## config.mk

```make
export PLATFORM = sky130hd
export DESIGN_NAME = xlat_cache
export DESIGN_NICKNAME = d
export VERILOG_FILES = /design/src/rtl/xlat_pkg.sv /design/src/rtl/xlat_rand.sv /design/src/rtl/xlat_victim.sv /design/src/rtl/xlat_cache.sv
export SDC_FILE = /design/constraint.sdc
export NUM_CORES = 1
export LEC_CHECK = 0
export BUFFER_PORTS_ARGS = -buffer_cell sky130_fd_sc_hd__buf_2
export CORE_UTILIZATION = 51
export CTS_BUF_LIST = sky130_fd_sc_hd__clkbuf_2 sky130_fd_sc_hd__clkbuf_4 sky130_fd_sc_hd__clkbuf_8
export CTS_CLUSTER_DIAMETER = 150
export DETAILED_ROUTE_END_ITERATION = 10
export GPL_TIMING_DRIVEN = 0
export PLACE_DENSITY = 0.7
export SLEW_MARGIN = 5
export SYNTH_ARGS = -nofsm -noshare
export SYNTH_HDL_FRONTEND = slang
export SYNTH_SLANG_ARGS = --single-unit
```

## constraint.sdc

```tcl
create_clock -name clk -period 7.82 [get_ports clk]
set_input_delay 1.173 -clock clk [delete_from_list [all_inputs] [get_ports clk]]
set_output_delay 1.173 -clock clk [all_outputs]
set_load 0.01 [all_outputs]
```

## src/rtl/xlat_pkg.sv

```systemverilog
package xlat_pkg;

  typedef enum logic [1:0] {
    ST_IDLE,
    ST_WALK,
    ST_FINISH
  } walk_state_e;

  localparam int RAND_W = 16;
  localparam logic [RAND_W-1:0] RAND_TAPS = 16'hB400;
  localparam logic [RAND_W-1:0] RAND_SEED = 16'hACE1;

  // One Galois step of the victim sequence
  function automatic logic [RAND_W-1:0] rand_step(input logic [RAND_W-1:0] s);
    rand_step = s[0] ? ((s >> 1) ^ RAND_TAPS) : (s >> 1);
  endfunction

endpackage

```

## src/rtl/xlat_rand.sv

```systemverilog
module xlat_rand
  import xlat_pkg::*;
#(
  parameter int ENTRIES = 8,
  localparam int IDX_W = $clog2(ENTRIES)
) (
  input  logic             clk,
  input  logic             rst_n,
  output logic [IDX_W-1:0] rand_idx
);

  logic [RAND_W-1:0] seq_q;

  always_ff @(posedge clk) begin
    if (!rst_n) seq_q <= RAND_SEED;
    else        seq_q <= rand_step(seq_q);
  end

  assign rand_idx = IDX_W'(seq_q % RAND_W'(ENTRIES));

  // sequence never collapses to the all-zero lock-up state
  p_rand_nonzero_r5: assert property (@(posedge clk) disable iff (!rst_n)
    seq_q != '0);

endmodule

```

## src/rtl/xlat_victim.sv

```systemverilog
module xlat_victim #(
  parameter int ENTRIES = 8,
  localparam int IDX_W = $clog2(ENTRIES)
) (
  input  logic [ENTRIES-1:0] vld_vec,
  input  logic [IDX_W-1:0]   rand_idx,
  output logic [IDX_W-1:0]   victim_idx,
  output logic               free_hit
);

  logic [IDX_W-1:0] free_idx;

  always_comb begin
    free_hit = 1'b0;
    free_idx = '0;
    for (int i = ENTRIES - 1; i >= 0; i--) begin
      if (!vld_vec[i]) begin
        free_hit = 1'b1;
        free_idx = IDX_W'(i);
      end
    end
  end

  assign victim_idx = free_hit ? free_idx : rand_idx;

endmodule

```

## src/rtl/xlat_cache.sv

```systemverilog
module xlat_cache
  import xlat_pkg::*;
#(
  parameter int ENTRIES = 8,
  parameter int VPN_W   = 20,
  parameter int PPN_W   = 16,
  parameter int PID_W   = 6,
  localparam int IDX_W  = $clog2(ENTRIES)
) (
  input  logic             clk,
  input  logic             rst_n,
  input  logic             lk_valid,
  input  logic [VPN_W-1:0] lk_vpn,
  input  logic [PID_W-1:0] lk_pid,
  input  logic             lk_write,
  output logic             lk_ready,
  output logic [PPN_W-1:0] lk_ppn,
  output logic             lk_rd,
  output logic             lk_wr,
  output logic             lk_fault,
  output logic             walk_req,
  output logic [VPN_W-1:0] walk_vpn,
  output logic [PID_W-1:0] walk_pid,
  input  logic             fill_valid,
  input  logic [PPN_W-1:0] fill_ppn,
  input  logic             fill_rd,
  input  logic             fill_wr,
  input  logic             flush
);

  function automatic logic tag_eq(input logic [VPN_W-1:0] ev, input logic [PID_W-1:0] ep,
                                  input logic [VPN_W-1:0] qv, input logic [PID_W-1:0] qp);
    tag_eq = (ev == qv) && (ep == qp);
  endfunction

  // Entry storage
  logic [ENTRIES-1:0] vld_vec;
  logic [VPN_W-1:0]   ent_vpn [ENTRIES];
  logic [PID_W-1:0]   ent_pid [ENTRIES];
  logic [PPN_W-1:0]   ent_ppn [ENTRIES];
  logic [ENTRIES-1:0] ent_rd;
  logic [ENTRIES-1:0] ent_wr;

  // Pending walk
  walk_state_e      state_q;
  logic             abort_q;
  logic [VPN_W-1:0] pend_vpn;
  logic [PID_W-1:0] pend_pid;
  logic             pend_write;
  logic [PPN_W-1:0] pend_ppn;
  logic             pend_rd;
  logic             pend_wr;
  logic [IDX_W-1:0] fill_idx;

  // Parallel compare
  logic [ENTRIES-1:0] match_vec;
  for (genvar g = 0; g < ENTRIES; g++) begin : g_cmp
    assign match_vec[g] = vld_vec[g] && tag_eq(ent_vpn[g], ent_pid[g], lk_vpn, lk_pid);
  end

  logic             hit;
  logic [PPN_W-1:0] hit_ppn;
  logic             hit_rd;
  logic             hit_wr;

  assign hit = |match_vec;

  always_comb begin
    hit_ppn = '0;
    hit_rd  = 1'b0;
    hit_wr  = 1'b0;
    for (int i = 0; i < ENTRIES; i++) begin
      if (match_vec[i]) begin
        hit_ppn = hit_ppn | ent_ppn[i];
        hit_rd  = hit_rd | ent_rd[i];
        hit_wr  = hit_wr | ent_wr[i];
      end
    end
  end

  // Victim selection
  logic [IDX_W-1:0] rand_idx;
  logic [IDX_W-1:0] victim_idx;
  logic             free_hit;

  xlat_rand #(.ENTRIES(ENTRIES)) u_rand (
    .clk      (clk),
    .rst_n    (rst_n),
    .rand_idx (rand_idx)
  );

  xlat_victim #(.ENTRIES(ENTRIES)) u_victim (
    .vld_vec    (vld_vec),
    .rand_idx   (rand_idx),
    .victim_idx (victim_idx),
    .free_hit   (free_hit)
  );

  // Named internal events
  logic ev_miss_start;
  logic ev_fill_write;
  logic ev_fill_drop;
  logic ev_finish;

  assign ev_miss_start = (state_q == ST_IDLE) && lk_valid && !hit && !flush;
  assign ev_fill_write = (state_q == ST_WALK) && fill_valid && !flush && !abort_q;
  assign ev_fill_drop  = (state_q == ST_WALK) && fill_valid && (flush || abort_q);
  assign ev_finish     = (state_q == ST_FINISH) && !flush;

  always_ff @(posedge clk) begin
    if (!rst_n) begin
      state_q    <= ST_IDLE;
      abort_q    <= 1'b0;
      vld_vec    <= '0;
      pend_vpn   <= '0;
      pend_pid   <= '0;
      pend_write <= 1'b0;
      pend_ppn   <= '0;
      pend_rd    <= 1'b0;
      pend_wr    <= 1'b0;
      fill_idx   <= '0;
    end else begin
      unique case (state_q)
        ST_IDLE: begin
          if (ev_miss_start) begin
            pend_vpn   <= lk_vpn;
            pend_pid   <= lk_pid;
            pend_write <= lk_write;
            abort_q    <= 1'b0;
            state_q    <= ST_WALK;
          end
        end
        ST_WALK: begin
          if (flush) abort_q <= 1'b1;
          if (ev_fill_drop) begin
            state_q <= ST_IDLE;
          end else if (ev_fill_write) begin
            vld_vec[victim_idx] <= 1'b0;
            ent_vpn[victim_idx] <= pend_vpn;
            ent_pid[victim_idx] <= pend_pid;
            ent_ppn[victim_idx] <= fill_ppn;
            ent_rd[victim_idx]  <= fill_rd;
            ent_wr[victim_idx]  <= fill_wr;
            pend_ppn <= fill_ppn;
            pend_rd  <= fill_rd;
            pend_wr  <= fill_wr;
            fill_idx <= victim_idx;
            state_q  <= ST_FINISH;
          end
        end
        ST_FINISH: begin
          if (ev_finish) vld_vec[fill_idx] <= 1'b1;
          state_q <= ST_IDLE;
        end
        default: state_q <= ST_IDLE;
      endcase
      if (flush) vld_vec <= '0;
    end
  end

  // Outputs
  logic finishing;
  logic cur_write;
  logic cur_wperm;

  assign finishing = (state_q == ST_FINISH);
  assign lk_ready  = !flush && (finishing || ((state_q == ST_IDLE) && lk_valid && hit));
  assign lk_ppn    = finishing ? pend_ppn : hit_ppn;
  assign lk_rd     = finishing ? pend_rd  : hit_rd;
  assign lk_wr     = finishing ? pend_wr  : hit_wr;
  assign cur_write = finishing ? pend_write : lk_write;
  assign cur_wperm = finishing ? pend_wr : hit_wr;
  assign lk_fault  = lk_ready && cur_write && !cur_wperm;
  assign walk_req  = (state_q == ST_WALK);
  assign walk_vpn  = pend_vpn;
  assign walk_pid  = pend_pid;

  // no two entries ever claim the same tag
  p_single_match_r1: assert property (@(posedge clk) disable iff (!rst_n)
    $onehot0(match_vec));

  // a miss launches a walk for the captured tag
  p_walk_after_miss_r3: assert property (@(posedge clk) disable iff (!rst_n)
    ev_miss_start |=> (walk_req && walk_vpn == $past(lk_vpn) && walk_pid == $past(lk_pid)));

  // requester is stalled while a walk is pending
  p_stall_in_walk_r3: assert property (@(posedge clk) disable iff (!rst_n)
    walk_req |-> !lk_ready);

  // a free entry is always preferred over the random pick
  p_free_first_r5: assert property (@(posedge clk) disable iff (!rst_n)
    (ev_fill_write && !(&vld_vec)) |-> !vld_vec[victim_idx]);

  // flush empties the buffer by the next cycle
  p_flush_clears_r6: assert property (@(posedge clk) disable iff (!rst_n)
    flush |=> (vld_vec == '0));

  // rewritten entry is invalid before it is revalidated
  p_invalid_first_r7: assert property (@(posedge clk) disable iff (!rst_n)
    ev_fill_write |=> !vld_vec[fill_idx]);

  p_valid_after_r7: assert property (@(posedge clk) disable iff (!rst_n)
    ev_finish |=> vld_vec[$past(fill_idx)]);

  // a dropped fill installs nothing
  p_drop_fill_r8: assert property (@(posedge clk) disable iff (!rst_n)
    ev_fill_drop |=> ((vld_vec == '0) && !walk_req));

  // a faulting hit leaves the entries untouched
  p_fault_keeps_r9: assert property (@(posedge clk) disable iff (!rst_n)
    ((state_q == ST_IDLE) && lk_fault) |=> $stable(vld_vec));

endmodule

```

Word-level counts from Yosys, hierarchy flattened
Memory sizes are Yosys's and may differ from the RTL's.
Index checks and enable logic that the tools add are counted.
{"block": "classes", "n_shift": 0, "order_cmp": 4, "mux": 68, "reduce_logical": 47, "eq_ne": 24, "bitwise_logic": 27, "div": 0, "addsub": 0, "n_mul": 0}
{"op": "== test 20 bit", "n": 8}
{"op": "2-to-1 mux 16 bit", "n": 10}
{"op": "bitwise OR 16 bit", "n": 7}
{"op": "== test 6 bit", "n": 8}
{"op": "2-to-1 mux 1 bit", "n": 36}
{"op": "logical AND 1 bit", "n": 30}
{"op": "2-to-1 mux 3 bit", "n": 9}
{"op": "2-to-1 mux 8 bit", "n": 3}
{"op": "bitwise mux 8 bit", "n": 2}
{"op": "case mux 8 bit (2 select lines)", "n": 1}
{"op": "bitwise OR 1 bit", "n": 14}
{"op": "AND 8 bit", "n": 1}
{"op": "< comparator 3 x 4 -> 1 bit, second input constant", "n": 2}
{"op": "inverter 8 bit", "n": 1}
{"op": "bitwise OR 8 bit", "n": 1}
{"op": "AND reduction 4 bit", "n": 2}
{"op": "OR reduction 8 bit", "n": 1}
{"op": "demux 1 bit (select 3 bit)", "n": 2}
{"op": ">= comparator 3 x 1 -> 1 bit, second input constant", "n": 2}
{"op": "2-to-1 mux 2 bit", "n": 3}
{"op": "inequality test 2 bit, second input constant", "n": 3}
{"op": "AND reduction 3 bit", "n": 2}
{"op": "zero test 1 bit", "n": 4}
{"op": "inequality test 2 x 1 -> 1 bit, second input constant", "n": 2}
{"op": "other kinds (12)", "n": 16}
{"block": "totals", "romBits": 0, "regBits": 91, "out_inout_bits": 47, "ram_bits": 336, "latch_bits": 0, "in_bits": 50, "mem_count": 3, "elab_cells": 186}
{"memory": "ent_vpn", "depth": 8, "word_bits": 20, "read_ports": 8, "rd_ports_with_merged_regs": 0, "write_ports": 1, "line_no": "xlat_cache.sv:38", "rtl": "logic [VPN_W-1:0] ent_vpn [ENTRIES];"}
{"memory": "ent_ppn", "depth": 8, "word_bits": 16, "read_ports": 8, "rd_ports_with_merged_regs": 0, "write_ports": 1, "line_no": "xlat_cache.sv:40", "rtl": "logic [PPN_W-1:0] ent_ppn [ENTRIES];"}
{"memory": "ent_pid", "depth": 8, "word_bits": 6, "read_ports": 8, "rd_ports_with_merged_regs": 0, "write_ports": 1, "line_no": "xlat_cache.sv:39", "rtl": "logic [PID_W-1:0] ent_pid [ENTRIES];"}

Depth between registers and ports, before layout
{"block": "logic_depth", "ltp_word": 21, "mapped_depth": 11, "ltp_nobuf": 7}

Cells and area by module
Synthesis repeated with hierarchy kept, for this count alone.
{"block": "unflattened", "cells_unflattened": 1167, "area_unflattened_um2": 17117.7}
{"mod": "xlat_cache", "n_inst": 1, "cells_each": 1111, "area_per_inst_um2": 16557.1, "seq_area_each_um2": 11751.3}
{"mod": "xlat_rand", "n_inst": 1, "cells_each": 39, "area_per_inst_um2": 475.5, "seq_area_each_um2": 320.3}
{"mod": "xlat_victim", "n_inst": 1, "cells_each": 17, "area_per_inst_um2": 85.1, "seq_area_each_um2": 0.0}

Worst setup path after synthesis
No wires, ideal clock.
{"block": "synth_timing", "kind": "input to output", "start": "input port lk_vpn[5]", "end": "output port lk_ppn[14]", "t_required_ns": 6.647, "path_buffers": 3, "cell_stages": 9, "t_arrival_ns": 2.984, "slack_ns": 3.663, "cell_sequence": "buf_4 -> xnor2_1 -> nand4_1 -> nor4_1 -> and2_1 -> clkbuf_1 -> clkbuf_1 -> a221oi_1 -> a31oi_1"}
{"block": "synth_between", "elab_chain_cells": 19, "word_cells_on_any_way": 40, "cone_classes": "eq/ne: 8; mux: 9; bitwise: 7; reduce/logical: 16"}
{"item": "from (decl)", "line_no": "xlat_cache.sv:13", "rtl": "input logic [VPN_W-1:0] lk_vpn,"}
{"item": "== test 20 bit", "line_no": "xlat_cache.sv:33", "rtl": "tag_eq = (ev == qv) && (ep == qp);"}
{"item": "logical AND 1 bit", "line_no": "xlat_cache.sv:33"}
{"item": "logical AND 1 bit", "line_no": "xlat_cache.sv:58", "rtl": "assign match_vec[g] = vld_vec[g] && tag_eq(ent_vpn[g], ent_pid[g], lk_vpn, lk_pid);"}
{"item": "2-to-1 mux 16 bit", "line_no": "xlat_cache.sv:73", "rtl": "if (match_vec[i]) begin"}
{"item": "bitwise OR 16 bit", "line_no": "xlat_cache.sv:74", "rtl": "hit_ppn = hit_ppn | ent_ppn[i];"}
{"item": "2-to-1 mux 16 bit", "line_no": "xlat_cache.sv:73"}
{"item": "bitwise OR 16 bit", "line_no": "xlat_cache.sv:74"}
{"item": "2-to-1 mux 16 bit", "line_no": "xlat_cache.sv:73"}
{"item": "[3 not listed]"}
{"item": "2-to-1 mux 16 bit", "line_no": "xlat_cache.sv:73"}
{"item": "bitwise OR 16 bit", "line_no": "xlat_cache.sv:74"}
{"item": "2-to-1 mux 16 bit", "line_no": "xlat_cache.sv:73"}
{"item": "bitwise OR 16 bit", "line_no": "xlat_cache.sv:74"}
{"item": "2-to-1 mux 16 bit", "line_no": "xlat_cache.sv:73"}
{"item": "bitwise OR 16 bit", "line_no": "xlat_cache.sv:74"}
{"item": "2-to-1 mux 16 bit (*)", "line_no": "xlat_cache.sv:73"}
{"item": "2-to-1 mux 16 bit (*)", "line_no": "xlat_cache.sv:168", "rtl": "assign lk_ppn = finishing ? pend_ppn : hit_ppn;"}
{"item": "to (decl)", "line_no": "xlat_cache.sv:17", "rtl": "output logic [PPN_W-1:0] lk_ppn,"}
Every way passes the cells marked *; elsewhere a longest branch is shown, timed or not.

Worst setup path in the final report
{"block": "layout_timing", "start": "input port lk_vpn[7]", "end": "output port lk_ppn[12]"}
Same word-level chain as after synthesis.

==> results.py <==
metrics = {
    "critical_path": {
        "worstPathRequired_ns": 6.65,
        "regToRegSetupSlack_ns": 4.47,
        "cpMaxStageDelayCell": "nor4_1",
        "r2r_end": "state_q[0]",
        "cp-end-kind": "primary output",
        "startpoint_type": "primary input",
        "critPathLaunch": "lk_vpn[7]",
        "path_class": "in -> out",
        "r2r_start": "ent_vpn[4][12]",
        "crit_family": "simple AND/OR/NAND/NOR gates",
        "crit_path_cell_trace": "buf_4 -> xnor2_1 -> nand4_1 -> nor4_1 -> and2_1 -> buf_2 -> buf_1 -> a22o_1 -> a221oi_1 -> a31oi_1 -> buf_2",
        "max_stage_delay_ns": 0.92,
        "crit_arrival_ns": 4.79,
        "crit_buf_inv": 4,
        "cpMostUsedCell": "buf_2",
        "cp_max_fo": 10,
        "r2r.worst_path.cells": 10,
    },
    "cells_and_area": {
        "insertedDiodeCount": 0,
        "layout-drive-gt1-share_pct": 17.8,
        "num-fill-cells": 2533,
        "syn_to_final_growth_pct": 15.5,
        "fin_nets": 1363,
    },
    "timing": {
        "slew_headroom_pct": 29.2,
        "rsz0062_at_grt": "no",
        "hold_viol": 0,
        "max_freq_mhz": 168,
        "fin_setup_tns_ns": 0,
        "clock_skew_ns": 0.0241,
        "period_needed_ns": 5.96,
        "holdWs_ns": 0.406,
        "slew_viol_final": 0,
        "max_slew.worst_pin.slew_ns": 1.05,
        "finalSetupViolCount": 0,
        "fin_crit_sh_pct": 76.2,
    },
    "grt": {
        "grtUsageTotal_pct": 26.4,
        "grt_use_met1_pct": 37.9,
        "grt_first_pass_wirelength_um": 64100,
        "antenna_found_initial": 0,
        "grt.busiest_layer": "met2",
        "grt.met2_usage_pct": 40.6,
        "grt-ovfl-total": 0,
        "grt_max_degree": 26,
        "grt_pass1_vias": 10200,
        "globalRouteMet3Util_pct": 5.39,
    },
    "pwr": {
        "cellPowerDensity_nw_per_um2": 237,
        "swShare_pct": 21.9,
        "intPower_w": 0.00364,
        "p_leak_nw": 6.37,
        "pwr-share-comb_pct": 4.1,
        "seq_power_share_pct": 53.7,
        "clkPwrFrac_pct": 42.2,
        "power.switching_w": 0.00102,
        "vdd_ir_drop_max_v": 0.000114,
    },
    "hold_path": {
        "min_from": "u_rand.seq_q[7]",
        "holdPathStages": 1,
        "min_to": "u_rand.seq_q[6]",
        "hold_path_class": "reg -> reg",
    },
    "logic_synthesis": {
        "ys_seq_area_share_pct": 70.8,
        "synth_seq_cells": 427,
        "synth_commonest_cells": "edfxtp_1, xnor2_1, nand2_1, dfxtp_1, nand4_1",
        "yosys_warnings": 0,
        "synth_compound_area_share_pct": 6.10,
        "synth_nets": 1212,
        "yosys-top-cells-area": "edfxtp_1, xnor2_1, dfxtp_1, nand2_1, nand4_1",
        "postSynthCellCount": 1162,
        "synthMuxAreaShare_pct": 1.65,
        "synth_xor_xnor_area_share_pct": 10.8,
        "synth_top_family_by_area": "XOR/XNOR gates",
        "synthesis.area_um2": 17000,
        "yosys.area_share.simple_pct": 8.04,
        "synth_edf_count": 352,
        "syn_area_per_cell_um2": 14.7,
        "synth_fa_ha_area_share_pct": 0,
        "synth_async_sr_flop_share_pct": 0,
        "ys.flop_type": "edfxtp_1",
        "synth_top_area_share_pct": 62.0,
        "yosysTopAreaCell": "edfxtp_1",
        "ys_types": 40,
        "yosysMostFrequentCell": "edfxtp_1",
    },
    "clock_tree": {
        "path_clk_slew_ns": 0.07,
        "cts_tree": "built",
        "cts_root_buf": "clkbuf_8",
        "htreeDepth": 3,
        "ctsResizeCount": 0,
        "clkSinkCount": 427,
        "clk_path_buf_depth": 3,
        "cts_buffers": 68,
        "clk-insertion-delay-late_ns": 0.60,
        "cts_hold_buf": 0,
        "post_cts_buffers": 0,
    },
    "routing": {
        "dr.pass1.iters": 5,
        "drt_iter0_markers": 1060,
        "detail-route-antenna-nets": 0,
        "vias_per_cell": 5.77,
        "wl_per_cell_um": 24.4,
        "vias": 10400,
        "drc": 0,
        "finalWirelength_um": 44100,
    },
    "run_status": {
        "status": "complete, no violations",
    },
    "floorplan": {
        "die_x_um": 185,
        "num_io_pins": 97,
        "placementRows": 66,
        "fp.dieH_um": 185,
        "start_util_pct": 52.1,
        "die_area_um2": 34100,
        "core_um2": 32700,
    },
    "placement": {
        "numPortBuffers": 70,
        "place_congestion": 0.884,
        "place.detailed.hpwl_um": 28900,
    },
    "run": {
        "cap_violations": 0,
    },
}
## worst register-to-register path, cell delays in order, from the launching register on
cell and delay [ns]:
edfxtp_1 0.38, xnor2_1 0.22, nand4_1 0.22, nor4_1 0.76
and2_1 0.25, clkbuf_1 0.59, or4_4 0.28, nor3_4 0.05
buf_6 0.17, buf_12 0.17, o21a_1 0.18
## metrics by stage
step                util, %  std cells  setup slack (ns)  area [um2]  total power, W
floorplan                 -       1162              3.66       17000         0.00266
global placement       54.9       1674              1.77       17900         0.00274
detailed placement     55.9       1685              1.91       18300         0.00274
CTS                    60.2       1809              1.90       19700         0.00468
global route           60.2       1809              1.71       19700         0.00481
finish                 60.2       1809              1.86       19700         0.00466
## power by group through the flow
stage / logic, W / clock network (W) / registers, W
detailed placement: 0.000190 / 0 / 0.00255
global placement: 0.000184 / 0 / 0.00255
finish: 0.000190 / 0.00197 / 0.00250
floorplan: 0.000117 / 0 / 0.00254
global route: 0.000204 / 0.00210 / 0.00251
CTS: 0.000191 / 0.00199 / 0.00250
## worst max path at each step
stage / end / slack (ns) / cells past startpoint
floorplan: lk_ppn[14] / 3.66 / 9
global placement: ent_vpn[3][11] / 1.77 / 6
detailed placement: lk_ppn[12] / 1.91 / 11
CTS: lk_ppn[12] / 1.90 / 11
global route: lk_ppn[12] / 1.71 / 11
finish: lk_ppn[12] / 1.86 / 11
## logic make-up after synthesis
kind of cell,after synthesis
xor+xnor,211
mux,28
compound gates,137
simple gates,281
flops,427
buf+inv,78
## layer usage
metal	up-vias	wire length, um	share of wire, %
met5	-	0	0
met4	0	1020	2.3
met3	84	4070	9.2
met2	511	20300	46
met1	5242	18800	43
li1	4609	-	-
## layout by cell type, fill, tap and decap left out, types with 3 or more instances in the layout
master / instances
a21boi_0: 20
a21oi_1: 9
a221oi_1: 34
a22o_1: 34
a22oi_1: 4
a31oi_1: 17
and2_1: 18
buf_1: 5
buf_12: 6
buf_16: 6
buf_2: 73
buf_4: 27
clkbuf_1: 28
clkbuf_4: 31
clkbuf_8: 77
clkinv_1: 6
clkinv_2: 3
dfxtp_1: 75
edfxtp_1: 352
inv_1: 12
inv_8: 3
mux2i_1: 27
nand2_1: 113
nand2b_1: 8
nand3_1: 15
nand4_1: 50
nor2_1: 30
nor2_4: 8
nor2b_1: 5
nor3_1: 10
nor4_1: 16
o21ai_0: 9
o21ai_1: 4
xnor2_1: 210
## sequential cells by signal, indices dropped and copies added, names as in the netlist, 6 cells and up
signal        cells
walk_vpn         20
ent_vpn         160
ent_pid          48
ent_rd            8
pend_ppn         16
ent_wr            8
ent_ppn         128
u_rand.seq_q     16
walk_pid          6
vld_vec           8
## cell type report
type / instances / area, um2 / share of cell area, %
sequential: 427 / 12100 / 61.3
multi-input combinational: 657 / 4600 / 23.4
clock inverter: 16 / 126 / 0.642
timing repair buffer: 81 / 616 / 3.13
buffer: 66 / 384 / 1.95
tap: 442 / 553 / 2.81
inverter: 12 / 45.0 / 0.229
clock buffer: 108 / 1290 / 6.56
Power figures use the tool's default switching activity.
